$ cat config.mk
export PLATFORM = sky130hd
export DESIGN_NAME = prox_irq_filter
export DESIGN_NICKNAME = d
export VERILOG_FILES = /design/src/rtl/prox_irq_pkg.sv /design/src/rtl/prox_range_cmp.sv /design/src/rtl/prox_persist_cnt.sv /design/src/rtl/prox_sticky_flag.sv /design/src/rtl/prox_irq_filter.sv
export SDC_FILE = /design/constraint.sdc
export NUM_CORES = 1
export LEC_CHECK = 0
export BUFFER_PORTS_ARGS = -buffer_cell sky130_fd_sc_hd__buf_2
export CORE_MARGIN = 5
export CORE_UTILIZATION = 40
export DETAILED_ROUTE_END_ITERATION = 7
export PLACE_DENSITY_LB_ADDON = 0.3
export SYNTH_ARGS = -nofsm -noshare
export SYNTH_HDL_FRONTEND = slang
export SYNTH_HIERARCHICAL = 1
export SYNTH_SLANG_ARGS = --single-unit
$ cat constraint.sdc
create_clock -name clk_i -period 3.4 [get_ports clk_i]
set_input_delay 0.17 -clock clk_i [delete_from_list [all_inputs] [get_ports clk_i]]
set_output_delay 0.17 -clock clk_i [all_outputs]
set_load 0.005 [all_outputs]
$ cat src/rtl/prox_irq_pkg.sv
package prox_irq_pkg;
  typedef enum logic [1:0] {
    RNG_IN    = 2'd0,
    RNG_BELOW = 2'd1,
    RNG_ABOVE = 2'd2
  } rng_e;
endpackage

$ cat src/rtl/prox_range_cmp.sv
module prox_range_cmp
  import prox_irq_pkg::*;
#(
  parameter int DATA_W = 16
) (
  input  logic [DATA_W-1:0] value_i,
  input  logic [DATA_W-1:0] lo_i,
  input  logic [DATA_W-1:0] hi_i,
  output rng_e              cls_o
);
  // low bound is evaluated first; crossed bounds disable the high check
  always_comb begin
    if (value_i < lo_i)                        cls_o = RNG_BELOW;
    else if ((lo_i <= hi_i) && (value_i > hi_i)) cls_o = RNG_ABOVE;
    else                                       cls_o = RNG_IN;
  end
endmodule

$ cat src/rtl/prox_persist_cnt.sv
module prox_persist_cnt #(
  parameter int PERS_W = 4
) (
  input  logic              clk_i,
  input  logic              rst_ni,
  input  logic              vld_i,
  input  logic              out_i,
  input  logic              clr_i,
  input  logic [PERS_W-1:0] pers_i,
  output logic              trig_o
);
  localparam logic [PERS_W-1:0] CNT_MAX = '1;

  logic [PERS_W-1:0] cnt_q, base, nxt;

  always_comb begin
    base   = clr_i ? '0 : cnt_q;
    nxt    = base;
    trig_o = 1'b0;
    if (vld_i) begin
      if (out_i) nxt = (base == CNT_MAX) ? base : base + 1'b1;
      else       nxt = '0;
      trig_o = (pers_i == '0) || (out_i && (nxt >= pers_i));
    end
  end

  always_ff @(posedge clk_i or negedge rst_ni) begin
    if (!rst_ni) cnt_q <= '0;
    else         cnt_q <= nxt;
  end
endmodule

$ cat src/rtl/prox_sticky_flag.sv
module prox_sticky_flag (
  input  logic clk_i,
  input  logic rst_ni,
  input  logic set_i,
  input  logic clr_i,
  output logic q_o
);
  // set has priority over clear
  always_ff @(posedge clk_i or negedge rst_ni) begin
    if (!rst_ni)    q_o <= 1'b0;
    else if (set_i) q_o <= 1'b1;
    else if (clr_i) q_o <= 1'b0;
  end
endmodule

$ cat src/rtl/prox_irq_filter.sv
module prox_irq_filter
  import prox_irq_pkg::*;
#(
  parameter int DATA_W = 16,
  parameter int PERS_W = 4
) (
  input  logic              clk_i,
  input  logic              rst_ni,
  input  logic [DATA_W-1:0] result_i,
  input  logic              result_vld_i,
  input  logic [DATA_W-1:0] thr_lo_i,
  input  logic [DATA_W-1:0] thr_hi_i,
  input  logic [PERS_W-1:0] pers_i,
  input  logic              irq_en_i,
  input  logic              sat_evt_i,
  input  logic              clr_i,
  output logic              irq_stat_o,
  output logic              irq_n_o,
  output logic              sat_stat_o,
  output logic              irq_gen_o
);
  rng_e cls;
  logic trig;
  logic gen_q;

  prox_range_cmp #(.DATA_W(DATA_W)) u_cmp (
    .value_i (result_i),
    .lo_i    (thr_lo_i),
    .hi_i    (thr_hi_i),
    .cls_o   (cls)
  );

  prox_persist_cnt #(.PERS_W(PERS_W)) u_pers (
    .clk_i  (clk_i),
    .rst_ni (rst_ni),
    .vld_i  (result_vld_i),
    .out_i  (cls != RNG_IN),
    .clr_i  (clr_i),
    .pers_i (pers_i),
    .trig_o (trig)
  );

  prox_sticky_flag u_irq (
    .clk_i  (clk_i),
    .rst_ni (rst_ni),
    .set_i  (trig),
    .clr_i  (clr_i),
    .q_o    (irq_stat_o)
  );

  prox_sticky_flag u_sat (
    .clk_i  (clk_i),
    .rst_ni (rst_ni),
    .set_i  (sat_evt_i),
    .clr_i  (clr_i),
    .q_o    (sat_stat_o)
  );

  // pulse aligned with the rising status edge
  always_ff @(posedge clk_i or negedge rst_ni) begin
    if (!rst_ni) gen_q <= 1'b0;
    else         gen_q <= trig & (~irq_stat_o | clr_i);
  end

  assign irq_gen_o = gen_q;
  assign irq_n_o   = ~(irq_stat_o & irq_en_i);
endmodule

==> results of run 1 <==
-- registers in the layout (all words and copies together), names as in the netlist --
signal and count:
u_sat/q_o 1, u_irq/q_o 1, irq_gen_o 1, u_pers/cnt_q 4
-- layout by cell type (no fill, tap or decap), types with 2 or more instances in the layout --
cell type | synthesis | routed
buf_2 | 0 | 61
ha_1 | 52 | 52
inv_1 | 39 | 39
a21oi_1 | 16 | 16
nand4_1 | 10 | 10
nand2_1 | 9 | 9
a21o_1 | 8 | 8
dfrtp_1 | 7 | 7
nor2_1 | 6 | 6
o21ai_0 | 5 | 5
a211oi_1 | 5 | 5
nand3_1 | 5 | 5
nor2b_1 | 4 | 4
clkbuf_8 | 0 | 3
a211oi_2 | 3 | 3
o21ai_1 | 3 | 3
a21boi_1 | 2 | 2
o21a_1 | 2 | 2
o211ai_1 | 2 | 2
o211a_1 | 2 | 2
and2b_1 | 2 | 2
nand2b_1 | 2 | 2
a31oi_1 | 2 | 2
nor3_1 | 2 | 2
-- routing by layer --
| metal | share of wire | vias up | global-route usage |
|---|---|---|---|
| met2 | 0.53 | 42 | 0.260 |
| li1 | - | 880 | - |
| met3 | 0.044 | 2 | 0.0162 |
| met4 | 0.0021 | 0 | 0.0178 |
| met1 | 0.42 | 734 | 0.165 |
| met5 | 0 | - | 0 |
-- power by group through the flow --
stage | Clock (mW) | Sequential, mW | Combinational [mW]
after floorplan | 0 | 0.0944 | 0.129
after global placement | 0 | 0.0948 | 0.207
after detailed placement | 0 | 0.0947 | 0.208
after CTS | 0.120 | 0.0937 | 0.210
after global routing | 0.124 | 0.0946 | 0.241
final | 0.116 | 0.0937 | 0.207
-- cell type report --
type	instances	area (um^2)	area share
repair buffers	62	315	0.152
multi-input cells	158	1330	0.641
flip-flops and latches	7	175	0.0845
clock buffers	4	45.0	0.0217
inverters	39	146	0.0707
well taps	50	62.6	0.0302
-- worst max-delay path, cell delays in order --
cell       delay [ns]
buf_2            0.09
inv_1            0.04
ha_1             0.28
a21oi_1          0.15
nor2_1           0.07
a211oi_2         0.25
o311ai_1         0.17
a211oi_2         0.25
a211oi_2         0.07
or2_1            0.32
a21boi_1         0.17
ha_1             0.20
or3b_1           0.39
o2111ai_1        0.11
a21oi_1          0.11
a21o_1           0.16
-- worst max path at each step --
stage	from	endpoint	depth (start not counted)
final	thr_lo_i[9]	u_irq/q_o$_DFFE_PN0P_	16
after global routing	thr_hi_i[11]	u_irq/q_o$_DFFE_PN0P_	16
after CTS	thr_lo_i[9]	u_irq/q_o$_DFFE_PN0P_	16
after detailed placement	thr_lo_i[9]	u_irq/q_o$_DFFE_PN0P_	16
after global placement	result_i[9]	u_irq/q_o$_DFFE_PN0P_	15
after floorplan	thr_lo_i[9]	u_irq/q_o$_DFFE_PN0P_	15
-- what timing repair did --
item	in CTS	in global routing
hold buffers	1	0
hold endpoints to repair	7	0
endpoints found under the setup margin	0	0
-- logic make-up after synthesis --
family / after synthesis / synth area share
AOI/OAI and AO/OA: 55 / 0.227
adders and majority gates: 52 / 0.392
and+or+nand+nor: 50 / 0.176
buffers and inverters: 40 / 0.0950
DFF: 7 / 0.106
xor gates and xnor gates: 1 / 0.00528
-- cell usage after synthesis, drive strengths merged, types with 2 or more instances --
master | count | area (um^2)
inv | 39 | 146
o21ai | 8 | 40.0
o211ai | 2 | 15.0
a21oi | 16 | 80.1
nand2 | 9 | 33.8
nor4 | 2 | 18.8
a211oi | 8 | 75.1
a21o | 8 | 60.1
a21boi | 2 | 15.0
dfrtp | 7 | 175
nor3 | 2 | 10.0
and2b | 3 | 25.0
nand3 | 5 | 25.0
nor2 | 6 | 22.5
nor2b | 4 | 25.0
o211a | 2 | 20.0
o21a | 2 | 15.0
ha | 52 | 651
nand2b | 2 | 12.5
nand4 | 10 | 62.6
a31oi | 2 | 12.5
==> flow_summary_export.csv, run 1 <==
group,metric,value,unit
status,status,"finished, final reports clean",
critical_path,rrSetupSlack,0.92,ns
pwr,power_density,201,mW/mm^2
sta,period_share,0.845,
logic_synthesis,synth-seq-area-share,0.106,
pwr,p_sw,146,uW
drt,postRouteAntennaNets,0,
logic_synthesis,syn_inst,205,
critical_path,path_max_fanout,8,
global_routing,overflow,0,
worst_hold_path,holdPathEnd,"u_sat/q_o$_DFFE_PN0P_",
clocking,post_cts_buffers,0,
critical_path,critPathKind,"in2reg",
sta,fmax,0.348,GHz
job,max_cap_viol_count,0,
pwr,switching_share,0.350,
critical_path,r2r-start,"u_pers/cnt_q[1]$_DFF_PN0_",
cells_and_area,postLayoutCoreUtil,0.518,
critical_path,start_kind,"input pin",
floorplan,start_util,0.415,
critical_path,regToRegEndpoint,"u_irq/q_o$_DFFE_PN0P_",
cells_and_area,finalInstanceArea,0.00207,mm^2
sta,slew_headroom,0.765,
pwr,seqPwrFrac,0.225,
cells_and_area,n_fill_cell,392,
cells_and_area,drive_above_1_share,0.256,
sta,worst_slack,0.526,ns
critical_path,cp.arrival,2.99,ns
sta,slew_viol_final,0,
pwr,total_power,416,uW
global_routing,grt.total_usage,0.136,
placement,dp_hpwl,3510,um
sta,setup_viol,0,
floorplan,design.core.area,0.00400,mm^2
clocking,cts.reportedPaths.clkPinSlew,0.04,ns
sta,holdWs,0.125,ns
global_routing,antenna_found_initial,0,
global_routing,grt_max_degree,12,
logic_synthesis,ys_warn_count,6,
pwr,leakagePower,1.21,nW
logic_synthesis,synth.avg_cell_area,8.10,um^2
placement,placed_area,0.00202,mm^2
sta,final.setup_skew,0.00352,ns
drt,via_per_inst,5.18,
worst_hold_path,min-delay-start,"sat_evt_i",
floorplan,die_w,74.4,um
drt,initialDrtViolationCount,59,
sta,rsz0062_at_grt,"false",
clocking,clkLatencyLatePin,0.23,ns
logic_synthesis,async_reset_ff_frac,1.00,
drt,num_vias,1658,
worst_hold_path,hold_path.class,"in2reg",
logic_synthesis,synth-main-ff-cell,"dfrtp_1",
logic_synthesis,syn_area,0.00166,mm^2
floorplan,ios,62,
pwr,ir_worst_vdd,0.114,mV
global_routing,grt_pass1_wl,6120,um
worst_hold_path,hold_path_depth,2,
pwr,intPower,271,uW
drt,drc,0,
sta,worstMarginPinSlew,0.347,ns
clocking,tritoncts,"built",
sta,finalHoldViolations,0,
drt,avgRoutedWirePerCell,11.9,um
critical_path,r2r_cells,10,
pwr,clkPwrFrac,0.278,
clocking,cts_made_buffers,3,
drt,wl,3810,um
floorplan,fp-row-count,23,
clocking,cts_max_level,1,
sta,setup_tns,0,ns
clocking,cts_buffer_depth,2,
placement,dp.cells,315,
placement,gp_congestion,0.867,
logic_synthesis,synth_edf_count,0,
placement,io_buffers,61,
floorplan,die_h,74.4,um
clocking,cts_sinks,7,
cells_and_area,final-instance-count-excl-fill,320,
cells_and_area,area_growth,24.8,%
drt,dr.pass1.iters,4,
pwr,combPwrFrac,0.497,
global_routing,grt_pass1_vias,1553,
critical_path,required,3.52,ns
sta,min_period,2.87,ns
logic_synthesis,synthesis.nets,315,
critical_path,crit_path_end_kind,"flip-flop",
clocking,root_buffer,"clkbuf_8",
floorplan,dieArea,0.00554,mm^2
logic_synthesis,ys_types,39,
clocking,cts-resized-gates,0,
cells_and_area,nets,381,
cells_and_area,n_antenna_cell,0,
placement,preCtsSetupSlack,0.278,ns
logic_synthesis,ys_seq_elements,7,
Power figures use the tool's default switching activity.
==> run 2, diff against run 1 <==
- clock period: 3.4 -> 2.65 ns (I/O delays scaled with it)
==> flow_summary_export.csv, run 2 (synthesized netlist as in run 1, its figures left out) <==
group,metric,value,unit
critical_path,critical_path.top_delay_family,"compound AO/OA/AOI/OAI gates",
drt,postRouteAntennaNets,0,
drt,dr.pass1.iters,6,
floorplan,design.core.area,0.00400,mm^2
clocking,root_buffer,"clkbuf_8",
floorplan,die_w,74.4,um
cells_and_area,n_fill_cell,365,
cells_and_area,largest_reg_flops,4,
drt,via_per_inst,5.16,
floorplan,fp-row-count,23,
worst_hold_path,hold_path.class,"in2reg",
global_routing,grt_pass1_vias,1688,
critical_path,required,2.76,ns
critical_path,crit_path_end_kind,"flip-flop",
global_routing,grt_pass1_wl,6730,um
critical_path,slowest_stage,"or3b_1",
global_routing,antenna_found_initial,0,
critical_path,cp.arrival,2.69,ns
critical_path,path_cells,"buf_6 > inv_2 > ha_4 > a211oi_2 > nor2_1 > nor2_1 > o311ai_2 > a211oi_2 > a211oi_2 > or2_4 > a21boi_4 > ha_2 > or3b_1 > o2111ai_2 > a21oi_2 > a21boi_2",
placement,preCtsSetupSlack,-0.331,ns
global_routing,grt_max_degree,12,
sta,setup_tns,0,ns
floorplan,die_h,74.4,um
cells_and_area,layout_common_cells,"59 x buf_2, 42 x ha_1, 35 x inv_1",
cells_and_area,largest_register,"u_pers/cnt_q",
placement,gp_congestion,0.841,
cells_and_area,area_growth,51.8,%
placement,io_buffers,61,
critical_path,cp.buffers_inverters,2,
drt,drc,0,
critical_path,start_kind,"input pin",
pwr,ir_worst_vdd,0.191,mV
status,status,"finished, final reports clean",
sta,worst_slack,0.0630,ns
clocking,cts.reportedPaths.clkPinSlew,0.04,ns
sta,fmax,0.387,GHz
sta,rsz0062_at_grt,"true",
critical_path,slowest_delay,0.35,ns
job,max_cap_viol_count,0,
global_routing,overflow,0,
cells_and_area,final-instance-count-excl-fill,346,
critical_path,path_max_fanout,6,
cells_and_area,finalInstanceArea,0.00252,mm^2
global_routing,grt.total_usage,0.150,
sta,period_share,0.976,
clocking,tritoncts,"built",
sta,finalHoldViolations,0,
drt,initialDrtViolationCount,22,
sta,setup_viol,0,
clocking,cts_sinks,7,
sta,slew_viol_final,0,
drt,wl,4370,um
pwr,power_density,255,mW/mm^2
floorplan,ios,62,
critical_path,critPathKind,"in2reg",
sta,slew_headroom,0.667,
cells_and_area,n_antenna_cell,0,
clocking,cts_made_buffers,3,
cells_and_area,seq_area,175,um^2
cells_and_area,nets,407,
cells_and_area,final_common_cell,"buf_2",
sta,worstMarginPinSlew,0.495,ns
clocking,clkLatencyLatePin,0.22,ns
critical_path,crit_top_cell,"a211oi_2",
placement,dp.cells,340,
sta,final.setup_skew,0.00196,ns
drt,num_vias,1787,
cells_and_area,drive_above_1_share,0.446,
drt,avgRoutedWirePerCell,12.6,um
placement,placed_area,0.00221,mm^2
sta,min_period,2.59,ns
floorplan,dieArea,0.00554,mm^2
sta,holdWs,0.0950,ns
clocking,cts_max_level,1,
cells_and_area,multiInputGateArea,0.00156,mm^2
placement,dp_hpwl,3760,um
cells_and_area,postLayoutCoreUtil,0.630,
floorplan,start_util,0.415,
pwr,leakagePower,1.37,nW
pwr,total_power,642,uW
clocking,cts_buffer_depth,2,
run 2: area by class of cell:
| type | count | share of cell area |
|---|---|---|
| clock buffers | 4 | 0.0179 |
| inverters | 39 | 0.0591 |
| multi-input cells | 158 | 0.620 |
| flip-flops and latches | 7 | 0.0695 |
| well taps | 50 | 0.0248 |
| repair buffers | 88 | 0.209 |
run 2: worst reg2reg max path: cells and delay by family (launching register included):
| family | cells | cell delay (ns) |
|---|---|---|
| simple gates | 4 | 0.96 |
| xor+xnor | 1 | 0.18 |
| compound gates | 3 | 0.31 |
| flops | 1 | 0.40 |
| fa+ha+maj | 2 | 0.46 |
run 2: power by group:
group / internal [mW] / leakage [nW] / switching [mW] / total [mW]
clock network: 0.104 / 0.0228 / 0.0430 / 0.147
registers: 0.114 / 0.0922 / 0.00631 / 0.121
logic: 0.200 / 1.26 / 0.175 / 0.375
total: 0.418 / 1.37 / 0.224 / 0.642
run 2: worst paths after layout:
kind / from / to / slack, ns / cells after the start
setup / recovery: thr_lo_i[5] / irq_gen_o$_DFF_PN0_ / 0.06 / 16
hold / removal: sat_evt_i / u_sat/q_o$_DFFE_PN0P_ / 0.09 / 2
setup reg to reg: u_pers/cnt_q[1]$_DFF_PN0_ / irq_gen_o$_DFF_PN0_ / 0.22 / 10
hold reg to reg: u_sat/q_o$_DFFE_PN0P_ / u_sat/q_o$_DFFE_PN0P_ / 0.48 / 1
max in group asynchronous: rst_ni / u_sat/q_o$_DFFE_PN0P_ / 2.24 / 2
min in group asynchronous: rst_ni / irq_gen_o$_DFF_PN0_ / 0.26 / 2
run 2: per-layer routing:
| layer | up-vias | global-route usage | part of all wire |
|---|---|---|---|
| li1 | 932 | - | - |
| met3 | 2 | 0.0216 | 0.049 |
| met1 | 810 | 0.196 | 0.44 |
| met2 | 43 | 0.273 | 0.51 |
| met5 | - | 0 | 0 |
| met4 | 0 | 0.00593 | 0.0021 |
run 2: what timing repair did:
item / in CTS / in global routing
hold endpoints to repair: 7 / 0
pin swaps: 8 / 27
resized for setup: 5 / 43
hold buffers: 1 / 0
endpoints found under the setup margin: 2 / 2
buffers inserted: 1 / 0
==> run 3, diff against run 2 <==
- BUFFER_PORTS_ARGS: -buffer_cell sky130_fd_sc_hd__buf_2 -> unset
- DONT_BUFFER_PORTS: unset -> 1
- clock period: 2.65 -> 3.1 ns (I/O delays scaled with it)
==> flow_summary_export.csv, run 3 (synthesized netlist as in run 1, its figures left out) <==
group,metric,value,unit
global_routing,antenna_found_initial,0,
floorplan,design.core.area,0.00400,mm^2
clocking,cts_made_buffers,3,
pwr,power_density,230,mW/mm^2
pwr,combPwrFrac,0.439,
drt,num_vias,1436,
cells_and_area,postLayoutCoreUtil,0.444,
clocking,post_cts_buffers,0,
critical_path,crit_path_end_kind,"flip-flop",
sta,fmax,0.361,GHz
clocking,cts_max_level,1,
sta,finalHoldViolations,0,
drt,via_per_inst,5.52,
pwr,clkPwrFrac,0.307,
floorplan,dieArea,0.00554,mm^2
global_routing,grt_pass1_vias,1534,
critical_path,path_max_fanout,8,
drt,postRouteAntennaNets,0,
cells_and_area,final_common_cell,"ha_1",
global_routing,grt_max_degree,12,
cells_and_area,layout_common_cells,"52 x ha_1, 39 x inv_1, 16 x a21oi_1",
critical_path,cp.arrival,2.88,ns
clocking,root_buffer,"clkbuf_8",
critical_path,critPathKind,"in2reg",
floorplan,die_h,74.4,um
floorplan,die_w,74.4,um
pwr,leakagePower,0.973,nW
floorplan,fp-row-count,23,
cells_and_area,area_growth,7.01,%
pwr,p_sw,137,uW
sta,slew_headroom,0.757,
sta,rsz0062_at_grt,"false",
drt,initialDrtViolationCount,34,
drt,drc,0,
clocking,cts-resized-gates,0,
placement,io_buffers,0,
job,max_cap_viol_count,0,
placement,dp.cells,254,
cells_and_area,largest_register,"u_pers/cnt_q",
status,status,"finished, final reports clean",
cells_and_area,nets,321,
cells_and_area,final-instance-count-excl-fill,260,
critical_path,required,3.21,ns
drt,wl,3570,um
sta,setup_viol,0,
drt,avgRoutedWirePerCell,13.7,um
worst_hold_path,hold_path.class,"in2reg",
critical_path,start_kind,"input pin",
sta,worstMarginPinSlew,0.362,ns
sta,min_period,2.77,ns
floorplan,start_util,0.415,
pwr,switching_share,0.336,
sta,setup_tns,0,ns
sta,final.setup_skew,0.00308,ns
sta,slew_viol_final,0,
pwr,seqPwrFrac,0.254,
clocking,tritoncts,"built",
clocking,ctsHoldBuffers,2,
cells_and_area,largest_reg_flops,4,
floorplan,ios,62,
cells_and_area,n_antenna_cell,0,
clocking,cts_sinks,7,
pwr,ir_worst_vdd,0.119,mV
clocking,cts_buffer_depth,2,
global_routing,grt.total_usage,0.136,
placement,dp_hpwl,3310,um
pwr,intPower,271,uW
drt,dr.pass1.iters,4,
placement,gp_congestion,0.776,
sta,period_share,0.894,
cells_and_area,drive_above_1_share,0.0381,
global_routing,overflow,0,
clocking,clkLatencyLatePin,0.22,ns
clocking,cts.reportedPaths.clkPinSlew,0.04,ns
global_routing,grt_pass1_wl,6090,um
[run 3: changes by cell type in the layout (fill, tap and decap cells not counted), sizes merged]
cell | previous run | this run
buf | 87 | 0
dlygate4sd3 | 1 | 2
[run 3: final cells by class]
type	count	area (um^2)
clock buffer	4	45.0
fill	406	2220
inverter	39	146
multi-input combinational	158	1330
sequential	7	175
tap	50	62.6
timing repair buffer	2	20.0
[run 3: final timing paths]
path                       depth (start not counted)  slack [ns]                   endpoint                      start
setup / recovery                                  15        0.33      u_irq/q_o$_DFFE_PN0P_                thr_lo_i[9]
hold / removal                                     1        0.02  u_pers/cnt_q[2]$_DFF_PN0_               result_vld_i
setup reg to reg                                  10        0.62      u_irq/q_o$_DFFE_PN0P_  u_pers/cnt_q[1]$_DFF_PN0_
hold reg to reg                                    1        0.50      u_sat/q_o$_DFFE_PN0P_      u_sat/q_o$_DFFE_PN0P_
max in group asynchronous                          1        2.60  u_pers/cnt_q[3]$_DFF_PN0_                     rst_ni
min in group asynchronous                          1        0.26      u_irq/q_o$_DFFE_PN0P_                     rst_ni
[run 3: per-layer routing]
metal | GRT usage | up-vias | share of wire
li1 | - | 760 | -
met1 | 0.150 | 648 | 0.40
met2 | 0.265 | 28 | 0.54
met3 | 0.0351 | 0 | 0.053
met4 | 0.0138 | 0 | 0
met5 | 0 | - | 0
[run 3: metrics by stage]
step	area [um^2]	power [mW]	worst slack (ns)	hold slack, ns
4_1_cts	1780	0.416	0.297	0.0127
2_1_floorplan	1660	0.245	0.402	-0.141
3_3_place_gp	1710	0.280	0.0837	-0.140
3_5_place_dp	1710	0.282	0.0648	-0.140
5_1_grt	1780	0.456	0.0158	0.0143
6_report	1780	0.409	0.329	0.0159
[run 3: power by group through the flow]
stage,logic (mW),registers (mW),clock network [mW]
after CTS,0.182,0.104,0.130
after detailed placement,0.177,0.105,0
after global placement,0.175,0.105,0
after global routing,0.214,0.105,0.137
after floorplan,0.142,0.104,0
final,0.179,0.104,0.126
[run 3: worst max-delay path, cell delays in order]
cell       delay [ns]
inv_1            0.02
ha_1             0.28
a21oi_1          0.16
nor2_1           0.08
a211oi_2         0.25
o311ai_1         0.17
a211oi_2         0.25
a211oi_2         0.07
or2_1            0.32
a21boi_1         0.18
ha_1             0.19
or3b_1           0.37
o2111ai_1        0.11
a21oi_1          0.11
a21o_1           0.16
